==> src/rtl/ee_rd_pkg.sv <==
package ee_rd_pkg;

  // fixed upper nibble of the 7-bit device address
  localparam logic [3:0] DEV_PREFIX = 4'b1010;
  localparam int         SEL_W      = 3;

  typedef enum logic [3:0] {
    ST_IDLE,     // wait for START, ignore traffic
    ST_DEV,      // shifting in device address
    ST_ACK_DEV,  // driving ack for device address
    ST_AHI,      // shifting in high address byte
    ST_ACK_HI,
    ST_ALO,      // shifting in low address byte
    ST_ACK_LO,
    ST_WAIT,     // address loaded, wait for repeated START
    ST_TX,       // shifting out a data byte
    ST_MACK      // sampling master ack/nack
  } ee_state_e;

endpackage

==> src/rtl/ee_bus_sync.sv <==
module ee_bus_sync #(
  parameter int STAGES = 2
) (
  input  logic clk,
  input  logic rst_n,
  input  logic scl_i,
  input  logic sda_i,
  output logic scl_o,
  output logic sda_o,
  output logic scl_rise_o,
  output logic scl_fall_o,
  output logic start_o,
  output logic stop_o
);

  logic [STAGES-1:0] scl_sh_q, sda_sh_q;
  logic [STAGES-1:0] scl_sh_n, sda_sh_n;
  logic              scl_d_q, sda_d_q;

  always_comb begin
    scl_sh_n = {scl_sh_q[STAGES-2:0], scl_i};
    sda_sh_n = {sda_sh_q[STAGES-2:0], sda_i};
  end

  always_ff @(posedge clk or negedge rst_n) begin
    if (!rst_n) begin
      scl_sh_q <= '1;
      sda_sh_q <= '1;
      scl_d_q  <= 1'b1;
      sda_d_q  <= 1'b1;
    end else begin
      scl_sh_q <= scl_sh_n;
      sda_sh_q <= sda_sh_n;
      scl_d_q  <= scl_sh_q[STAGES-1];
      sda_d_q  <= sda_sh_q[STAGES-1];
    end
  end

  assign scl_o      = scl_sh_q[STAGES-1];
  assign sda_o      = sda_sh_q[STAGES-1];
  assign scl_rise_o = scl_o & ~scl_d_q;
  assign scl_fall_o = ~scl_o & scl_d_q;
  assign start_o    = scl_o & scl_d_q & sda_d_q & ~sda_o;
  assign stop_o     = scl_o & scl_d_q & ~sda_d_q & sda_o;

endmodule

==> src/rtl/ee_addr_cnt.sv <==
module ee_addr_cnt #(
  parameter int AW = 13
) (
  input  logic          clk,
  input  logic          rst_n,
  input  logic          inc_i,
  input  logic          load_i,
  input  logic [AW-1:0] load_val_i,
  output logic [AW-1:0] cnt_o
);

  localparam logic [AW-1:0] ONE = {{(AW-1){1'b0}}, 1'b1};

  logic [AW-1:0] cnt_q, cnt_n;
  logic          cnt_en;

  always_comb begin
    cnt_en = load_i | inc_i;
    cnt_n  = load_i ? load_val_i : cnt_q + ONE;
  end

  always_ff @(posedge clk or negedge rst_n) begin
    if (!rst_n)      cnt_q <= '0;
    else if (cnt_en) cnt_q <= cnt_n;
  end

  assign cnt_o = cnt_q;

  AST_CNT_LOAD: assert property (@(posedge clk) disable iff (!rst_n)
    load_i |=> cnt_q == $past(load_val_i));
  AST_CNT_STEP: assert property (@(posedge clk) disable iff (!rst_n)
    (inc_i && !load_i && cnt_q != '1) |=> cnt_q == $past(cnt_q) + ONE);
  AST_CNT_WRAP: assert property (@(posedge clk) disable iff (!rst_n)
    (inc_i && !load_i && cnt_q == '1) |=> cnt_q == '0);

endmodule

==> src/rtl/ee_pattern_rom.sv <==
module ee_pattern_rom #(
  parameter int AW = 13
) (
  input  logic          clk,
  input  logic          rst_n,
  input  logic [AW-1:0] addr_i,
  output logic [7:0]    data_o
);

  logic [7:0] data_q, data_n;

  always_comb begin
    data_n = addr_i[7:0] ^ 8'(addr_i >> 8);
  end

  always_ff @(posedge clk or negedge rst_n) begin
    if (!rst_n) data_q <= '0;
    else        data_q <= data_n;
  end

  assign data_o = data_q;

endmodule

==> src/rtl/ee_rd_ctrl.sv <==
module ee_rd_ctrl
  import ee_rd_pkg::*;
#(
  parameter int AW = 13
) (
  input  logic             clk,
  input  logic             rst_n,
  input  logic             scl_i,
  input  logic             sda_i,
  input  logic             scl_rise_i,
  input  logic             scl_fall_i,
  input  logic             start_i,
  input  logic             stop_i,
  input  logic [SEL_W-1:0] sel_i,
  input  logic [7:0]       rom_i,
  output logic             inc_o,
  output logic             load_o,
  output logic [AW-1:0]    load_val_o,
  output logic             pull_o
);

  localparam int HI_W = AW - 8;

  ee_state_e       st_q, st_n;
  logic [2:0]      bit_q, bit_n;
  logic [7:0]      sh_q, sh_n;
  logic            done_q, done_n;
  logic            rw_q, rw_n;
  logic [HI_W-1:0] hi_q, hi_n;
  logic            pull_q, pull_n;
  logic            mack_q, mack_n;
  logic            dev_hit;

  assign dev_hit = (sh_q[7:1] == {DEV_PREFIX, sel_i});

  always_comb begin
    st_n   = st_q;
    bit_n  = bit_q;
    sh_n   = sh_q;
    done_n = done_q;
    rw_n   = rw_q;
    hi_n   = hi_q;
    pull_n = pull_q;
    mack_n = mack_q;
    inc_o  = 1'b0;
    load_o = 1'b0;
    if (start_i) begin
      st_n   = ST_DEV;
      bit_n  = '0;
      done_n = 1'b0;
      pull_n = 1'b0;
    end else if (stop_i) begin
      st_n   = ST_IDLE;
      done_n = 1'b0;
      pull_n = 1'b0;
    end else begin
      case (st_q)
        ST_DEV, ST_AHI, ST_ALO: begin
          if (scl_rise_i) begin
            sh_n  = {sh_q[6:0], sda_i};
            bit_n = bit_q + 3'd1;
            if (bit_q == 3'd7) done_n = 1'b1;
          end else if (scl_fall_i && done_q) begin
            done_n = 1'b0;
            if (st_q == ST_DEV) begin
              if (dev_hit) begin
                rw_n   = sh_q[0];
                pull_n = 1'b1;
                st_n   = ST_ACK_DEV;
              end else begin
                st_n = ST_IDLE;
              end
            end else if (st_q == ST_AHI) begin
              hi_n   = sh_q[HI_W-1:0];
              pull_n = 1'b1;
              st_n   = ST_ACK_HI;
            end else begin
              load_o = 1'b1;
              pull_n = 1'b1;
              st_n   = ST_ACK_LO;
            end
          end
        end
        ST_ACK_DEV: begin
          if (scl_fall_i) begin
            bit_n  = '0;
            done_n = 1'b0;
            if (rw_q) begin
              sh_n   = rom_i;
              pull_n = ~rom_i[7];
              st_n   = ST_TX;
            end else begin
              pull_n = 1'b0;
              st_n   = ST_AHI;
            end
          end
        end
        ST_ACK_HI: begin
          if (scl_fall_i) begin
            pull_n = 1'b0;
            bit_n  = '0;
            st_n   = ST_ALO;
          end
        end
        ST_ACK_LO: begin
          if (scl_fall_i) begin
            pull_n = 1'b0;
            st_n   = ST_WAIT;
          end
        end
        ST_TX: begin
          if (scl_rise_i) begin
            bit_n = bit_q + 3'd1;
            if (bit_q == 3'd7) done_n = 1'b1;
          end else if (scl_fall_i) begin
            if (done_q) begin
              done_n = 1'b0;
              pull_n = 1'b0;
              inc_o  = 1'b1;
              st_n   = ST_MACK;
            end else begin
              sh_n   = {sh_q[6:0], 1'b0};
              pull_n = ~sh_q[6];
            end
          end
        end
        ST_MACK: begin
          if (scl_rise_i) begin
            mack_n = ~sda_i;
          end else if (scl_fall_i) begin
            if (mack_q) begin
              sh_n   = rom_i;
              pull_n = ~rom_i[7];
              bit_n  = '0;
              st_n   = ST_TX;
            end else begin
              st_n = ST_IDLE;
            end
          end
        end
        default: begin
          pull_n = 1'b0;
        end
      endcase
    end
  end

  always_ff @(posedge clk or negedge rst_n) begin
    if (!rst_n) begin
      st_q   <= ST_IDLE;
      bit_q  <= '0;
      sh_q   <= '0;
      done_q <= 1'b0;
      rw_q   <= 1'b0;
      hi_q   <= '0;
      pull_q <= 1'b0;
      mack_q <= 1'b0;
    end else begin
      st_q   <= st_n;
      bit_q  <= bit_n;
      sh_q   <= sh_n;
      done_q <= done_n;
      rw_q   <= rw_n;
      hi_q   <= hi_n;
      pull_q <= pull_n;
      mack_q <= mack_n;
    end
  end

  assign load_val_o = {hi_q, sh_q};
  assign pull_o     = pull_q;

  AST_DRIVE_SCL_LOW: assert property (@(posedge clk) disable iff (!rst_n)
    (!$stable(pull_q) && !$past(start_i) && !$past(stop_i)) |-> !scl_i);
  AST_NACK_RELEASE: assert property (@(posedge clk) disable iff (!rst_n)
    (st_q == ST_MACK && scl_fall_i && !mack_q && !start_i && !stop_i)
      |=> (!pull_q && st_q == ST_IDLE));
  AST_STOP_RELEASE: assert property (@(posedge clk) disable iff (!rst_n)
    stop_i |=> (!pull_q && st_q == ST_IDLE));
  AST_MISMATCH_QUIET: assert property (@(posedge clk) disable iff (!rst_n)
    (st_q == ST_DEV && done_q && scl_fall_i && !start_i && !stop_i && !dev_hit)
      |=> (!pull_q && st_q == ST_IDLE));
  AST_IDLE_SILENT: assert property (@(posedge clk) disable iff (!rst_n)
    (st_q == ST_IDLE && !start_i) |=> !pull_q);

endmodule

==> src/rtl/ee_read_engine.sv <==
module ee_read_engine
  import ee_rd_pkg::*;
#(
  parameter int AW          = 13,
  parameter int SYNC_STAGES = 2
) (
  input  logic             clk,
  input  logic             rst_n,
  input  logic             scl_i,
  input  logic             sda_i,
  input  logic [SEL_W-1:0] dev_sel_i,
  output logic             sda_pull_o
);

  logic [1:0]    rst_sync_q;
  logic          rst_int_n;
  logic          scl_s, sda_s, scl_rise, scl_fall, start_ev, stop_ev;
  logic          inc, load;
  logic [AW-1:0] load_val, cnt;
  logic [7:0]    rom_q;

  // asynchronous assert, synchronous release
  always_ff @(posedge clk or negedge rst_n) begin
    if (!rst_n) rst_sync_q <= 2'b00;
    else        rst_sync_q <= {rst_sync_q[0], 1'b1};
  end
  assign rst_int_n = rst_sync_q[1];

  ee_bus_sync #(.STAGES(SYNC_STAGES)) u_sync (
    .clk        (clk),
    .rst_n      (rst_int_n),
    .scl_i      (scl_i),
    .sda_i      (sda_i),
    .scl_o      (scl_s),
    .sda_o      (sda_s),
    .scl_rise_o (scl_rise),
    .scl_fall_o (scl_fall),
    .start_o    (start_ev),
    .stop_o     (stop_ev)
  );

  ee_rd_ctrl #(.AW(AW)) u_ctrl (
    .clk        (clk),
    .rst_n      (rst_int_n),
    .scl_i      (scl_s),
    .sda_i      (sda_s),
    .scl_rise_i (scl_rise),
    .scl_fall_i (scl_fall),
    .start_i    (start_ev),
    .stop_i     (stop_ev),
    .sel_i      (dev_sel_i),
    .rom_i      (rom_q),
    .inc_o      (inc),
    .load_o     (load),
    .load_val_o (load_val),
    .pull_o     (sda_pull_o)
  );

  ee_addr_cnt #(.AW(AW)) u_cnt (
    .clk        (clk),
    .rst_n      (rst_int_n),
    .inc_i      (inc),
    .load_i     (load),
    .load_val_i (load_val),
    .cnt_o      (cnt)
  );

  ee_pattern_rom #(.AW(AW)) u_rom (
    .clk    (clk),
    .rst_n  (rst_int_n),
    .addr_i (cnt),
    .data_o (rom_q)
  );

endmodule

==> config.mk <==
export PLATFORM = sky130hd
export DESIGN_NAME = ee_read_engine
export DESIGN_NICKNAME = d
export VERILOG_FILES = /design/src/rtl/ee_rd_pkg.sv /design/src/rtl/ee_bus_sync.sv /design/src/rtl/ee_addr_cnt.sv /design/src/rtl/ee_pattern_rom.sv /design/src/rtl/ee_rd_ctrl.sv /design/src/rtl/ee_read_engine.sv
export SDC_FILE = /design/constraint.sdc
export NUM_CORES = 1
export LEC_CHECK = 0
export BUFFER_PORTS_ARGS = -buffer_cell sky130_fd_sc_hd__buf_2
export CORE_AREA = 2 2 101 103
export CTS_BUF_LIST = sky130_fd_sc_hd__clkbuf_16
export CTS_CLUSTER_DIAMETER = 60
export DETAILED_ROUTE_END_ITERATION = 8
export DIE_AREA = 0 0 103 105
export HOLD_SLACK_MARGIN = 0.03
export PLACE_DENSITY = 0.49
export SLEW_MARGIN = 15
export SYNTH_ARGS = -nofsm -noshare
export SYNTH_HDL_FRONTEND = slang
export SYNTH_SLANG_ARGS = --single-unit
==> constraint.sdc <==
create_clock -name clk -period 1.9 [get_ports clk]
set_input_delay 0.095 -clock clk [delete_from_list [all_inputs] [get_ports clk]]
set_output_delay 0.095 -clock clk [all_outputs]
set_load 0.1 [all_outputs]
### After elaboration in Yosys (flattened, before gate mapping)

Index checks and enable logic that the tools add are counted.

| cells by class | value |
|---|---|
| bitwise logic cells | 19 |
| mux-type cells | 74 |
| reductions and logical operators | 17 |
| equality and inequality tests | 39 |
| add/subtract/negate cells | 2 |

Operators with widths:

| cell | count |
|---|---|
| $mux 8 | 9 |
| $mux 4 | 15 |
| $mux 1 | 35 |
| $ne 4x3->1 const B | 8 |
| $pmux 8 s4 | 1 |
| $pmux 4 s6 | 1 |
| $mux 3 | 7 |
| $reduce_and 7->1 | 3 |
| $add 13x1->13 const B | 1 |
| $mux 13 | 1 |
| $eq 4x3->1 const B | 3 |
| $ne 4x4->1 const B | 3 |
| $reduce_and 12->1 | 1 |
| $reduce_and 11->1 | 1 |
| $ne 2x1->1 const B | 5 |
| $ne 2x2->1 const B | 5 |
| $ne 5x4->1 const B | 2 |
| $not 1->1 | 10 |
| $reduce_and 10->1 | 1 |
| $pmux 3 s3 | 1 |
| $eq 4x2->1 const B | 2 |
| $eq 4x4->1 const B | 2 |
| $reduce_bool 4->1 | 2 |
| $reduce_bool 8->1 | 1 |
| other kinds (21) | 31 |

| word-level totals | value |
|---|---|
| register bits | 53 |
| output and inout bits | 1 |
| word-level logic and storage cells | 166 |
| bits of input ports | 7 |

### Logic depth before layout (Yosys ltp)

Gate-level depths: netlist of run 1.

| depth | value |
|---|---|
| depth in word-level cells | 9 |
| depth in mapped cells | 9 |
| mapped depth without buffers | 6 |

### Cells and area by module

A second synthesis of run 1 with hierarchy kept.

| second synthesis, totals | value |
|---|---|
| cell total of the unflattened synthesis | 290 |
| area total of the unflattened synthesis | 3,014.1 um^2 |

Modules (own cells, without submodules):

| module | cells an instance | sequential area each (um^2) | area each (um^2) | instances |
|---|---|---|---|---|
| ee_rd_ctrl | 188 | 600.6 | 1,809.2 | 1 |
| ee_addr_cnt | 76 | 325.3 | 716.9 | 1 |
| ee_pattern_rom | 13 | 200.2 | 244.0 | 1 |
| ee_bus_sync | 10 | 157.7 | 190.2 | 1 |
| ee_read_engine | 3 | 50.0 | 53.8 | 1 |

### Worst setup path after synthesis of run 1

OpenSTA, ideal clock, no wires.

| timing | value |
|---|---|
| path type | reg-to-reg |
| from | register u_ctrl.st_q[0] |
| to | register u_ctrl.sh_q[5] |
| required time | 1.773 ns |
| setup time | 0.127 ns |
| setup slack | 0.013 ns |
| period minus slack after synthesis | 1.887 ns |
| data arrival time | 1.760 ns |
| cell stages (with the launch flop) | 8 |
| path buffers | 2 |
| path through | dfrtp_1 buf_2 and2b_1 nand2_1 and2_1 clkbuf_2 mux2_2 mux2_1 |

| between the ends | value |
|---|---|
| longest elaborated chain between the ends | 4 |
| elaborated cells on any way between the ends | 19 |
| classes of those cells | eq/ne (15); mux (1); reduce/logical (3) |

RTL lines:

| what | RTL line | text |
|---|---|---|
| from (decl) | ee_rd_ctrl.sv:24 | `ee_state_e st_q, st_n;` |
| from (signal assigned) | ee_rd_ctrl.sv:159 | `st_q <= st_n;` |
| $eq 4x3->1, or another cell as far along | ee_rd_ctrl.sv:57 | `case (st_q)` |
| $reduce_or 3->1 | ee_rd_ctrl.sv:57 |  |
| $reduce_bool 4->1 (no source line) / $ne 2x2->1 (equally long branches) | - |  |
| $reduce_and 12->1 (no source line) | - |  |
| to (signal assigned) | ee_rd_ctrl.sv:161 | `sh_q <= sh_n;` |
| to (decl) | ee_rd_ctrl.sv:26 | `logic [7:0] sh_q, sh_n;` |

Several ways; a longest one is shown, not always the timed one.
A chain may end at the register's enable or synchronous reset.

### Final worst setup path of run 1

| timing | value |
|---|---|
| from | register u_ctrl.st_q[3] |
| to | register u_cnt.cnt_q[11] (netlist: u_cnt.cnt_o[11]) |

| between the ends | value |
|---|---|
| longest elaborated chain between the ends | 9 |
| elaborated cells on any way between the ends | 17 |
| classes of those cells | eq/ne (4); mux (11); bitwise (1); reduce/logical (1) |

RTL lines:

| what | RTL line | text |
|---|---|---|
| $eq 4x2->1 | ee_rd_ctrl.sv:57, ee_rd_ctrl.sv:73 |  |
| $mux 1 | ee_rd_ctrl.sv:73 | `end else if (st_q == ST_AHI) begin` |
| $mux 1 | ee_rd_ctrl.sv:65 | `if (st_q == ST_DEV) begin` |
| $mux 1 | ee_rd_ctrl.sv:63 | `end else if (scl_fall_i && done_q) begin` |
| $mux 1 | ee_rd_ctrl.sv:59 | `if (scl_rise_i) begin` |
| $mux 1 | ee_rd_ctrl.sv:57 |  |
| $mux 1 | ee_rd_ctrl.sv:52 | `end else if (stop_i) begin` |
| $mux 1 | ee_rd_ctrl.sv:47 | `if (start_i) begin` |
| $mux 13 / $or 1x1->1 (equally long branches) | ee_addr_cnt.sv:19, ee_addr_cnt.sv:18 |  |
| to (signal assigned) | ee_addr_cnt.sv:24 | `else if (cnt_en) cnt_q <= cnt_n;` |
| to (decl) | ee_addr_cnt.sv:14 | `logic [AW-1:0] cnt_q, cnt_n;` |

Several ways; a longest one is shown, not always the timed one.

==> reports/results.txt, run 1 <==
Status: finished with violations
Failing checks: setup timing
# setup viols final: 4
Design area: 0.003849 mm²
Syn nets: 290
Clock sinks: 53
Slowest cell on the critical path: or3b_4
Clock Path Buffers: 2
Slack of the critical path: -0.04200 ns
Cell variety after synth: 59
Vias in the first global route: 2350
Hold Vio Cnt, Final: 0
Overflow after GRT: 0
Setup crit end kind: flip-flop
Metal3 WL: 126 µm
WL met1: 3244 µm
Core box area: 0.009639 mm²
Setup_tns: -0.07754 ns
Hold Crit Class: input port to asynchronous set/reset pin
Detailed Route Iter0 Violations: 100
Area contributors post-synth: dfrtp_1 (41%), mux2_2 (8.3%), dfstp_2 (5.5%)
Global-route wire length before repair: 11740 µm
Fillers: 983
Highest Signal Layer: met4
GP Congestion: 0.8706
Largest net degree at the start of global routing: 40
Via count: 2325
Final WL: 6966 µm
Placed Instance Area: 0.003422 mm²
Die Ht: 105 µm
Starting density of the core: 29.65%
Critical Path AT: 2.17 ns
Total Power: 4394 µW
Most used cell, CP: buf_6
Mean Syn Cell Area: 10.21 µm²
IO buf count: 7
RSZ-0062 raised after global routing: true
Synthesized area: 0.002858 mm²
Period utilisation layout: 102.2%
Pre-Repair DR Iteration Count: 4
Tmin final: 1.942 ns
Max-cap viol count: 0
Critical path's largest stage delay: 0.44 ns
Share of post-route cells with drive strength above 1: 40.52%
Max-slew violations: 0
Synth top area share: 41.16%
Clk_skew: 0.004928 ns
Ys Warns: 0
Post-route ant nets: 0
TritonCTS clock tree: built
Worst EP required: 2.13 ns
Fin nets: 357
Total GRT Usage: 13.77%
Worst setup SP type: flip-flop
Ys flop type: dfrtp_1
Synth top cells by count: dfrtp_1 (47), nand2_1 (25), nor2_1 (23)
Leakage: 0.001761 µW
Io pins: 8
Synth area leader: dfrtp_1
Clk Latency, worst-skew pair: 0.29 ns
Clock-pin slew on the worst setup and hold paths: 0.07 ns
Setup CP Type: flip-flop to flip-flop
TritonCTS Buffers: 5
VDD IR max: 0.4572 mV
Site Rows: 36
P&R area growth vs syn: 34.68%
Crit-path cells: or3b_4 > buf_6 > nor3_4 > buf_6 > nand4_1 > nor3b_1 > a221o_1
H-tree Lvls: 2
Initial antenna violation count: 0
# diodes: 0
Routed length per instance: 14.48 µm
Die area: 0.01082 mm²
Cell with the most instances after synthesis: dfrtp_1
Root buffer selected by CTS: clkbuf_16
Post-DP HPWL: 5265 µm
Seq cells post-synth: 53
CP max FO: 7
Via density: 4.834
Seq/Total Area, Yosys: 46.67%
PwrDens: 1142 mW/mm²
DRC viols: 0
Cell count after synthesis: 280
Post-synthesis async set-or-reset flop share: 100.0%
Detail Route met2 WL: 3426 µm
Post-synth EDFFs: 0
Max Clock Freq: 514.9 MHz
Final core utilization: 39.93%
Die span in x: 103 µm
## logic make-up after synthesis
family / count (synthesis) / share of synthesized area [%]
AND/OR/NAND/NOR: 93 / 17.08
multiplexers: 27 / 10.51
AO/OA/AOI/OAI: 71 / 17.64
flip-flops: 53 / 46.67
XOR/XNOR: 10 / 3.065
other: 1 / 0.1312
buffers and inverters: 22 / 3.590
adder cells (fa/ha/maj): 3 / 1.314
## metal layers
metal / track usage (%) / up-vias
met3: 2.408 / 14
li1: - / 1148
met2: 21.85 / 25
met1: 18.86 / 1138
met4: 4.511 / 0
met5: 0 / -
## stage by stage
step                      setup WS (ns)  hold WS, ns  instances
after floorplan                 0.01300      -0.2006        280
after detailed placement        -0.1386      -0.1165        460
after global placement          -0.1658      -0.1180        460
after global routing            -0.1058       0.1255        481
final                          -0.04200       0.1162        481
after CTS                      -0.03255       0.1079        473
## path summary, 6_finish.rpt
kind	cells past startpoint	startpoint	slack (ns)	end
hold reg to reg	0	rst_sync_q[1]	0.17	u_ctrl.done_q
setup reg to reg	7	u_ctrl.st_q[3]	-0.04	u_cnt.cnt_o[11]
setup / recovery	7	u_ctrl.st_q[3]	-0.04	u_cnt.cnt_o[11]
hold / removal	2	rst_n	0.12	rst_sync_q[0]
min in group clk	6	dev_sel_i[1]	0.30	u_ctrl.rw_q
max in group asynchronous	1	rst_sync_q[1]	1.22	u_ctrl.st_q[3]
## area by class of cell
type,count,area (µm²),area share [%]
clock buffer,5,125.1,3.251
clock inverter,3,43.79,1.138
inverter,7,26.28,0.6827
multi-input combinational,205,1539,39.99
sequential,53,1339,34.79
tap,133,166.4,4.324
timing repair buffer,75,609.3,15.83
## cell usage in the layout (no fill, tap or decap), types with 7 or more instances in the layout
cell type,count
buf_4,57
a21oi_1,10
nand3_1,7
nor2_1,21
inv_1,7
mux2_2,20
nand2_1,25
o21ai_0,10
buf_2,7
dfrtp_1,43
## registers in the layout, summed over array words and instances, names as in the netlist
name / flops
u_cnt.cnt_o: 13
u_ctrl.sh_q: 8
u_rom.data_o: 8
u_ctrl.hi_q: 5
u_ctrl.st_q: 4
u_ctrl.bit_q: 3
rst_sync_q: 2
u_sync.scl_sh_q: 2
u_sync.sda_sh_q: 2
u_ctrl.done_q: 1
u_ctrl.mack_q: 1
u_ctrl.pull_o: 1
u_ctrl.rw_q: 1
u_sync.scl_d_q: 1
u_sync.sda_d_q: 1
## power by group
group	switching [µW]	internal, µW
Clock	404	624
Sequential	173	1290
Combinational	920	984
## worst max-delay path: cells and delay by family, from the launching register on
kind	cells	cell delay [ns]
simple gates	4	1.02
flops	1	0.43
buf+inv	2	0.29
compound gates	1	0.14
## repair_timing
| item | in CTS | in global routing |
|---|---|---|
| hold buffers | 3 | 0 |
| setup buffers | 2 | 8 |
| resized for setup | 13 | 23 |
| hold endpoints to repair | 4 | 0 |
| pin swaps | 1 | 5 |
| endpoints found under the setup margin | 24 | 24 |
(Power assumes the default switching activity.)
==> run 2, diff against run 1 <==
--- a/config.mk
+++ b/config.mk
@@ -6,11 +6,11 @@
 export NUM_CORES = 1
 export LEC_CHECK = 0
 export BUFFER_PORTS_ARGS = -buffer_cell sky130_fd_sc_hd__buf_2
-export CORE_AREA = 2 2 101 103
+export CORE_AREA = 3 3 102 104
 export CTS_BUF_LIST = sky130_fd_sc_hd__clkbuf_16
 export CTS_CLUSTER_DIAMETER = 60
 export DETAILED_ROUTE_END_ITERATION = 8
-export DIE_AREA = 0 0 103 105
+export DIE_AREA = 0 0 105 107
 export HOLD_SLACK_MARGIN = 0.03
 export PLACE_DENSITY = 0.49
 export SLEW_MARGIN = 15
==> run 2 against run 1 <==
Compared with the run above: the run now ends clean; worst setup slack gained 0.058 ns; largest cell class unchanged; wire length grew 2.0%; combinational power grew 2%; via count grew 2.6%; utilization shrank 1.1 points; first-iteration DRC count grew 40%; global-route usage shrank 0.60 points; critical path depth shrank 1; sequential power is essentially flat.
==> reports/results.txt, run 2 (synthesized netlist as in run 1, its figures left out) <==
Post-DP HPWL: 5129 µm (was 5265 µm)
Setup crit end kind: flip-flop (unchanged)
Fillers: 984 (was 983)
Setup CP Type: flip-flop to flip-flop (unchanged)
Worst EP required: 2.08 ns (was 2.13 ns)
Pre-Repair DR Iteration Count: 4 (unchanged)
Critical path's largest stage delay: 0.54 ns (was 0.44 ns)
Hold Crit Class: input port to asynchronous set/reset pin (unchanged)
Reg2reg end: u_cnt.cnt_o[11] (unchanged)
GP Congestion: 0.8819 (was 0.8706)
Die area: 0.01124 mm² (was 0.01082 mm²)
Critical Path AT: 2.06 ns (was 2.17 ns)
Slowest cell on the critical path: dfstp_2 (was or3b_4)
P&R area growth vs syn: 30.82% (was 34.68%)
Clock-pin slew on the worst setup and hold paths: 0.07 ns (about the same)
Worst reg-to-reg path cell count: 6 (was 7)
RSZ-0062 raised after global routing: true (unchanged)
DRC viols: 0 (unchanged)
Starting density of the core: 29.65% (unchanged)
Commonest cells after routing, fill and taps aside: buf_4 (51), dfrtp_1 (45), nand2_1 (25), nor2_1 (23), mux2_2 (20) (was buf_4 (57), dfrtp_1 (43), nand2_1 (25), nor2_1 (21), mux2_2 (20))
Largest net degree at the start of global routing: 52 (was 40)
Commonest non-fill, non-tap cell in the layout: buf_4 (unchanged)
CP max FO: 6 (was 7)
Tmin final: 1.884 ns (was 1.942 ns)
Hold slack: 0.1069 ns (was 0.1162 ns)
H-tree Lvls: 2 (unchanged)
Internal: 2761 µW (was 2896 µW)
Vias in the first global route: 2266 (was 2350)
Switching power: 1551 µW (was 1497 µW)
Fin nets: 349 (was 357)
Fin cells: 473 (was 481)
Crit-path cells: nand3b_1 > buf_4 > nor4b_4 > nor2_4 > a21o_1 > a221o_1 (was or3b_4 > buf_6 > nor3_4 > buf_6 > nand4_1 > nor3b_1 > a221o_1)
Via density: 5.044 (was 4.834)
Io pins: 8 (unchanged)
Final WL: 7104 µm (was 6966 µm)
TritonCTS Buffers: 5 (unchanged)
Clk Latency, worst-skew pair: 0.30 ns (was 0.29 ns)
Post-route ant nets: 0 (unchanged)
Die Ht: 107 µm (was 105 µm)
Placed Instance Area: 0.003412 mm² (was 0.003422 mm²)
Clk_skew: 0.01050 ns (was 0.004928 ns)
Status: complete, no violations (was finished with violations)
Die span in x: 105 µm (was 103 µm)
Max-cap viol count: 0 (unchanged)
Leakage: 0.001686 µW (was 0.001761 µW)
Detailed Route Iter0 Violations: 140 (was 100)
IO buf count: 7 (unchanged)
Switching Share: 35.98% (was 34.08%)
Max-slew violations: 0 (unchanged)
Via count: 2386 (was 2325)
# diodes: 0 (unchanged)
Worst reg2reg path startpoint: u_sync.scl_d_q (was u_ctrl.st_q[3])
Global-route wire length before repair: 11920 µm (was 11740 µm)
Clock Path Buffers: 2 (unchanged)
Clock network fraction of total power: 21.8% (was 23.4%)
Final core utilization: 38.79% (was 39.93%)
Period utilisation layout: 99.18% (was 102.2%)
VDD IR max: 0.5876 mV (was 0.4572 mV)
Max Clock Freq: 530.7 MHz (was 514.9 MHz)
Overflow after GRT: 0 (unchanged)
Root buffer selected by CTS: clkbuf_16 (unchanged)
Gate power share: 44.9% (was 43.3%)
Hold Vio Cnt, Final: 0 (unchanged)
Design area: 0.003739 mm² (was 0.003849 mm²)
Clock sinks: 53 (unchanged)
Share of post-route cells with drive strength above 1: 38.82% (was 40.52%)
PwrDens: 1153 mW/mm² (was 1142 mW/mm²)
Routed length per instance: 15.02 µm (was 14.48 µm)
TritonCTS clock tree: built (unchanged)
Placed Instances: 457 (was 460)
Worst setup SP type: flip-flop (unchanged)
Total GRT Usage: 13.17% (was 13.77%)
# setup viols final: 0 (was 4)
Core box area: 0.009639 mm² (unchanged)
R2R Setup Slk: 0.02 ns (was -0.04 ns)
Reg power frac: 33.3% (was 33.2%)
Number of flip-flops under the largest register name: 13 (unchanged)
Initial antenna violation count: 0 (unchanged)
Site Rows: 36 (unchanged)
run 2: how the worst max path moves through the flow:
stage	startpoint	endpoint	slack, ns	depth (start not counted)
final	u_sync.scl_d_q	u_cnt.cnt_o[11]	0.02	6
after global routing	u_sync.scl_d_q	u_cnt.cnt_o[11]	-0.07	6
after CTS	u_sync.scl_sh_q[1]	u_cnt.cnt_o[3]	0.01	7
after detailed placement	u_ctrl.st_q[1]	u_cnt.cnt_o[3]	-0.005	7
after global placement	u_ctrl.sh_q[7]	u_ctrl.pull_o	-0.02	5
after floorplan	u_ctrl.st_q[0]	u_ctrl.sh_q[5]	0.01	7
run 2: power groups by stage:
| stage | Combinational [µW] | Clock [µW] | Sequential, µW |
|---|---|---|---|
| after floorplan | 1030 | 0 | 1490 |
| after global placement | 1810 | 0 | 1440 |
| after detailed placement | 1800 | 0 | 1440 |
| after CTS | 1850 | 982 | 1430 |
| after global routing | 2110 | 1030 | 1460 |
| final | 1940 | 938 | 1440 |
run 2: per-stage QoR:
stage          power, µW  setup TNS (ns)  setup slack, ns
2_1_floorplan       2520               0          0.01300
3_5_place_dp        3244       -0.009023        -0.005325
3_3_place_gp        3248        -0.01942         -0.01942
6_report            4312               0          0.01555
4_1_cts             4258               0          0.01452
5_1_grt             4591         -0.8842         -0.07447
run 2: metal layers:
metal	vias up	global-route usage (%)	share of wire, %
met3	8	2.769	4.0
met4	0	3.655	1.2
met2	68	18.88	43
met5	-	0	0
met1	1164	19.87	51
li1	1146	-	-
run 2: area by class of cell:
type	count	area, µm²	area share (%)
Sequential cell	53	1336	35.74
Clock inverter	3	26.28	0.7028
Inverter	7	26.28	0.7028
Multi-Input combinational cell	205	1516	40.56
Clock buffer	5	125.1	3.347
Tap cell	133	166.4	4.451
Timing Repair Buffer	67	541.8	14.49
run 2: critical path, delay by kind of cell, from the launching register on:
kind / cells / cell delay (ns)
buffers and inverters: 1 / 0.19
flip-flops: 1 / 0.54
AO/OA/AOI/OAI: 2 / 0.45
AND/OR/NAND/NOR: 3 / 0.59
run 2: what timing repair did:
item | 4_1_cts | 5_1_grt
hold endpoints to repair | 4 | 0
setup endpoints to repair | 9 | 20
hold buffers | 3 | 0
setup buffers | 0 | 5
resized for setup | 6 | 24
pin swaps | 0 | 6
==> run 3, diff against run 2 <==
--- a/config.mk
+++ b/config.mk
@@ -6,14 +6,15 @@
 export NUM_CORES = 1
 export LEC_CHECK = 0
 export BUFFER_PORTS_ARGS = -buffer_cell sky130_fd_sc_hd__buf_2
-export CORE_AREA = 3 3 102 104
+export CORE_AREA = 3 3 105 107
 export CTS_BUF_LIST = sky130_fd_sc_hd__clkbuf_16
 export CTS_CLUSTER_DIAMETER = 60
 export DETAILED_ROUTE_END_ITERATION = 8
-export DIE_AREA = 0 0 105 107
+export DIE_AREA = 0 0 108 110
 export HOLD_SLACK_MARGIN = 0.03
-export PLACE_DENSITY = 0.49
+export PLACE_DENSITY = 0.48
 export SLEW_MARGIN = 15
 export SYNTH_ARGS = -nofsm -noshare
 export SYNTH_HDL_FRONTEND = slang
+export SYNTH_HIERARCHICAL = 1
 export SYNTH_SLANG_ARGS = --single-unit
==> run 3 against run 2 <==
Compared with the run above: the run now ends with setup timing left; hold slack improved by 0.0028 ns; synthesized area increased by 5.5%; flip-flop and latch count unchanged; synthesized cell count increased by 3.6%; utilization increased by 2.4 points.
==> reports/results.txt, run 3 <==
Clk_skew: 0.008032 ns (was 0.01050 ns)
Ys Warns: 6 (was 0)
Synth area leader: dfrtp_1 (unchanged)
Hold Vio Cnt, Final: 0 (unchanged)
H-tree Lvls: 2 (unchanged)
IO buf count: 7 (unchanged)
Slack of the critical path: -0.2757 ns (was 0.01555 ns)
Hold Crit Class: input port to asynchronous set/reset pin (unchanged)
Fin cells: 500 (was 473)
Cell with the most instances after synthesis: dfrtp_1 (unchanged)
Period utilisation layout: 114.5% (was 99.18%)
Post-DP HPWL: 5242 µm (was 5129 µm)
Share of post-route cells with drive strength above 1: 46.43% (was 38.82%)
Clock Path Buffers: 2 (unchanged)
Clock-pin slew on the worst setup and hold paths: 0.08 ns (was 0.07 ns)
Overflow after GRT: 0 (unchanged)
Fillers: 1001 (was 984)
Post-synthesis adder-cell area fraction: 1.245% (was 1.313%)
Clock sinks: 53 (unchanged)
Largest family of logic cells by synthesized area: simple AND/OR/NAND/NOR gates (was compound AO/OA/AOI/OAI gates)
Max-cap viol count: 0 (unchanged)
TritonCTS Buffers: 5 (unchanged)
# setup viols final: 35 (was 0)
Critical Path AT: 2.36 ns (was 2.06 ns)
Setup crit end kind: flip-flop (unchanged)
Detailed Route Iter0 Violations: 91 (was 140)
Pre-Repair DR Iteration Count: 4 (unchanged)
Worst setup SP type: flip-flop (unchanged)
DRC viols: 0 (unchanged)
Clock network fraction of total power: 19.9% (was 21.8%)
Multi-input gate area: 0.001789 mm² (was 0.001516 mm²)
Via density: 4.870 (was 5.044)
Synth top cells by count: dfrtp_1 (47), nand2_1 (28), nor2_1 (18) (was dfrtp_1 (47), nand2_1 (25), nor2_1 (23))
Vias in the first global route: 2516 (was 2266)
Worst EP required: 2.08 ns (about the same)
Detail Route met2 WL: 3950 µm (was 3078 µm)
Total Power: 4898 µW (was 4312 µW)
Post-Synth XOR/XNOR Area: 6.102% (was 3.065%)
Cell count after synthesis: 290 (was 280)
Commonest non-fill, non-tap cell in the layout: buf_4 (unchanged)
Post-synthesis async set-or-reset flop share: 100.0% (unchanged)
Fin nets: 373 (was 349)
Tmin final: 2.176 ns (was 1.884 ns)
GP Congestion: 0.8204 (was 0.8819)
Root buffer selected by CTS: clkbuf_16 (unchanged)
Setup CP Type: flip-flop to flip-flop (unchanged)
Synthesized area: 0.003014 mm² (was 0.002858 mm²)
Commonest cells after routing, fill and taps aside: buf_4 (62), dfrtp_1 (43), nand2_1 (26), mux2_2 (14), nor2_1 (13) (was buf_4 (51), dfrtp_1 (45), nand2_1 (25), nor2_1 (23), mux2_2 (20))
VDD IR max: 0.4778 mV (was 0.5876 mV)
P&R area growth vs syn: 39.77% (was 30.82%)
Largest net degree at the start of global routing: 52 (unchanged)
Metal3 WL: 154 µm (was 281 µm)
Starting density of the core: 29.46% (was 29.65%)
TritonCTS clock tree: built (unchanged)
Post-route ant nets: 0 (unchanged)
Site Rows: 37 (was 36)
Via count: 2435 (was 2386)
Post-Synth Simple-Gate Area: 19.34% (was 17.08%)
PwrDens: 1163 mW/mm² (was 1153 mW/mm²)
Routed length per instance: 15.56 µm (was 15.02 µm)
Die Ht: 110 µm (was 107 µm)
Syn nets: 300 (was 290)
Die span in x: 108 µm (was 105 µm)
Max-slew violations: 0 (unchanged)
Final WL: 7780 µm (was 7104 µm)
Seq/Total Area, Yosys: 44.25% (was 46.67%)
Cell variety after synth: 66 (was 59)
Reg power frac: 30.2% (was 33.3%)
Post-synth EDFFs: 0 (unchanged)
Area contributors post-synth: dfrtp_1 (39%), dfstp_2 (5.2%), mux2_2 (5.2%) (was dfrtp_1 (41%), mux2_2 (8.3%), dfstp_2 (5.5%))
Initial antenna violation count: 0 (unchanged)
Highest Signal Layer: met4 (unchanged)
Die area: 0.01188 mm² (was 0.01124 mm²)
Dpl ws: -0.4214 ns (was -0.005325 ns)
Io pins: 8 (unchanged)
RSZ-0062 raised after global routing: true (unchanged)
Sequential cell area: 0.001339 mm² (was 0.001336 mm²)
Leakage: 0.001904 µW (was 0.001686 µW)
Compound-gate portion of the synthesized area: 13.08% (was 17.64%)
Mux share of post-synthesis cell area: 11.58% (was 10.51%)
# diodes: 0 (unchanged)
Switching power: 1792 µW (was 1551 µW)
Final core utilization: 41.18% (was 38.79%)
Total GRT Usage: 13.91% (was 13.17%)
Number of flip-flops under the largest register name: 13 (unchanged)
Status: finished with violations (was complete, no violations)
Switching Share: 36.59% (was 35.98%)
CP max FO: 4 (was 6)
Internal: 3106 µW (was 2761 µW)
Max Clock Freq: 459.6 MHz (was 530.7 MHz)
WL met1: 3610 µm (was 3658 µm)
Clk Latency, worst-skew pair: 0.29 ns (was 0.30 ns)
Failing checks: setup timing
Seq cells post-synth: 53 (unchanged)
Placed Instances: 477 (was 457)
Ys flop type: dfrtp_1 (unchanged)
Synth top area share: 39.02% (was 41.16%)
Gate power share: 49.9% (was 44.9%)
Core box area: 0.01023 mm² (was 0.009639 mm²)
Mean Syn Cell Area: 10.39 µm² (was 10.21 µm²)
Global-route wire length before repair: 13020 µm (was 11920 µm)
## run 3: changes by cell type after synthesis, moves of 4 or more
cell      previous run  this run
xnor2_1              5        12
xor2_1               5         9
mux2_2              21        14
mux2_4               0         8
nor2_1              23        18
nor2b_1              1         5
nand2b_1             5        10
## run 3: cell type report
type                       count  share of cell area [%]
clock buffer                   5                   2.970
clock inverter                 3                  0.8019
tap                          136                   4.039
multi-input combinational    213                   42.47
inverter                       7                  0.6831
timing repair buffer          83                   17.26
sequential                    53                   31.78
## run 3: final timing paths
path,startpoint,endpoint,slack (ns),cells past startpoint
max,u_sync/sda_sh_q[1],u_cnt/cnt_o[9],-0.28,9
min,rst_n,rst_sync_q[1],0.11,2
max reg2reg,u_sync/sda_sh_q[1],u_cnt/cnt_o[9],-0.28,9
min reg2reg,rst_sync_q[1],u_ctrl/bit_q[1],0.26,1
max in group asynchronous,rst_sync_q[1],u_sync/sda_sh_q[1],1.36,1
min in group clk,rst_sync_q[0],rst_sync_q[1],0.35,0
## run 3: cell families after synthesis
kind of cell / after synthesis
AO/OA/AOI/OAI: 57
XOR/XNOR: 21
adder cells (fa/ha/maj): 3
buffers and inverters: 24
flip-flops: 53
multiplexers: 29
other: 1
AND/OR/NAND/NOR: 102
## run 3: metrics by stage
| step | area (µm²) | hold WS [ns] | setup TNS (ns) |
|---|---|---|---|
| floorplan | 3063 | -0.2006 | -7.712 |
| global placement | 3642 | -0.1180 | -6.642 |
| detailed placement | 3642 | -0.1160 | -7.712 |
| CTS | 4094 | 0.09878 | -6.978 |
| global route | 4213 | 0.1151 | -9.314 |
| finish | 4213 | 0.1097 | -6.201 |
## run 3: timing repair
item	4_1_cts	5_1_grt
pin swaps	10	9
hold buffers	3	0
gates cloned	2	0
gates resized for setup	35	19
endpoints found under the setup margin	35	36
hold endpoints to repair	4	0
buffers inserted	6	4
## run 3: layer usage
| layer | track usage (%) | vias up |
|---|---|---|
| met1 | 18.24 | 1215 |
| met5 | 0 | - |
| met2 | 24.07 | 20 |
| met4 | 2.705 | 0 |
| met3 | 2.737 | 6 |
| li1 | - | 1194 |
## run 3: critical path: stages, from the launching register on
cell and delay [ns]:
dfstp_2 0.53, and4b_2 0.24, or2_4 0.25, nor3_4 0.13, and2_4 0.19, buf_4 0.11
nand3_2 0.16, nor4_4 0.23, xnor2_1 0.16, o21ai_1 0.07
## run 3: power by group through the flow
stage               registers [µW]  clock network [µW]  logic, µW
floorplan                     1470                   0       1410
global placement              1500                   0       2160
detailed placement            1500                   0       2160
CTS                           1480                1000       2350
global route                  1510                1060       2630
finish                        1480                 976       2440
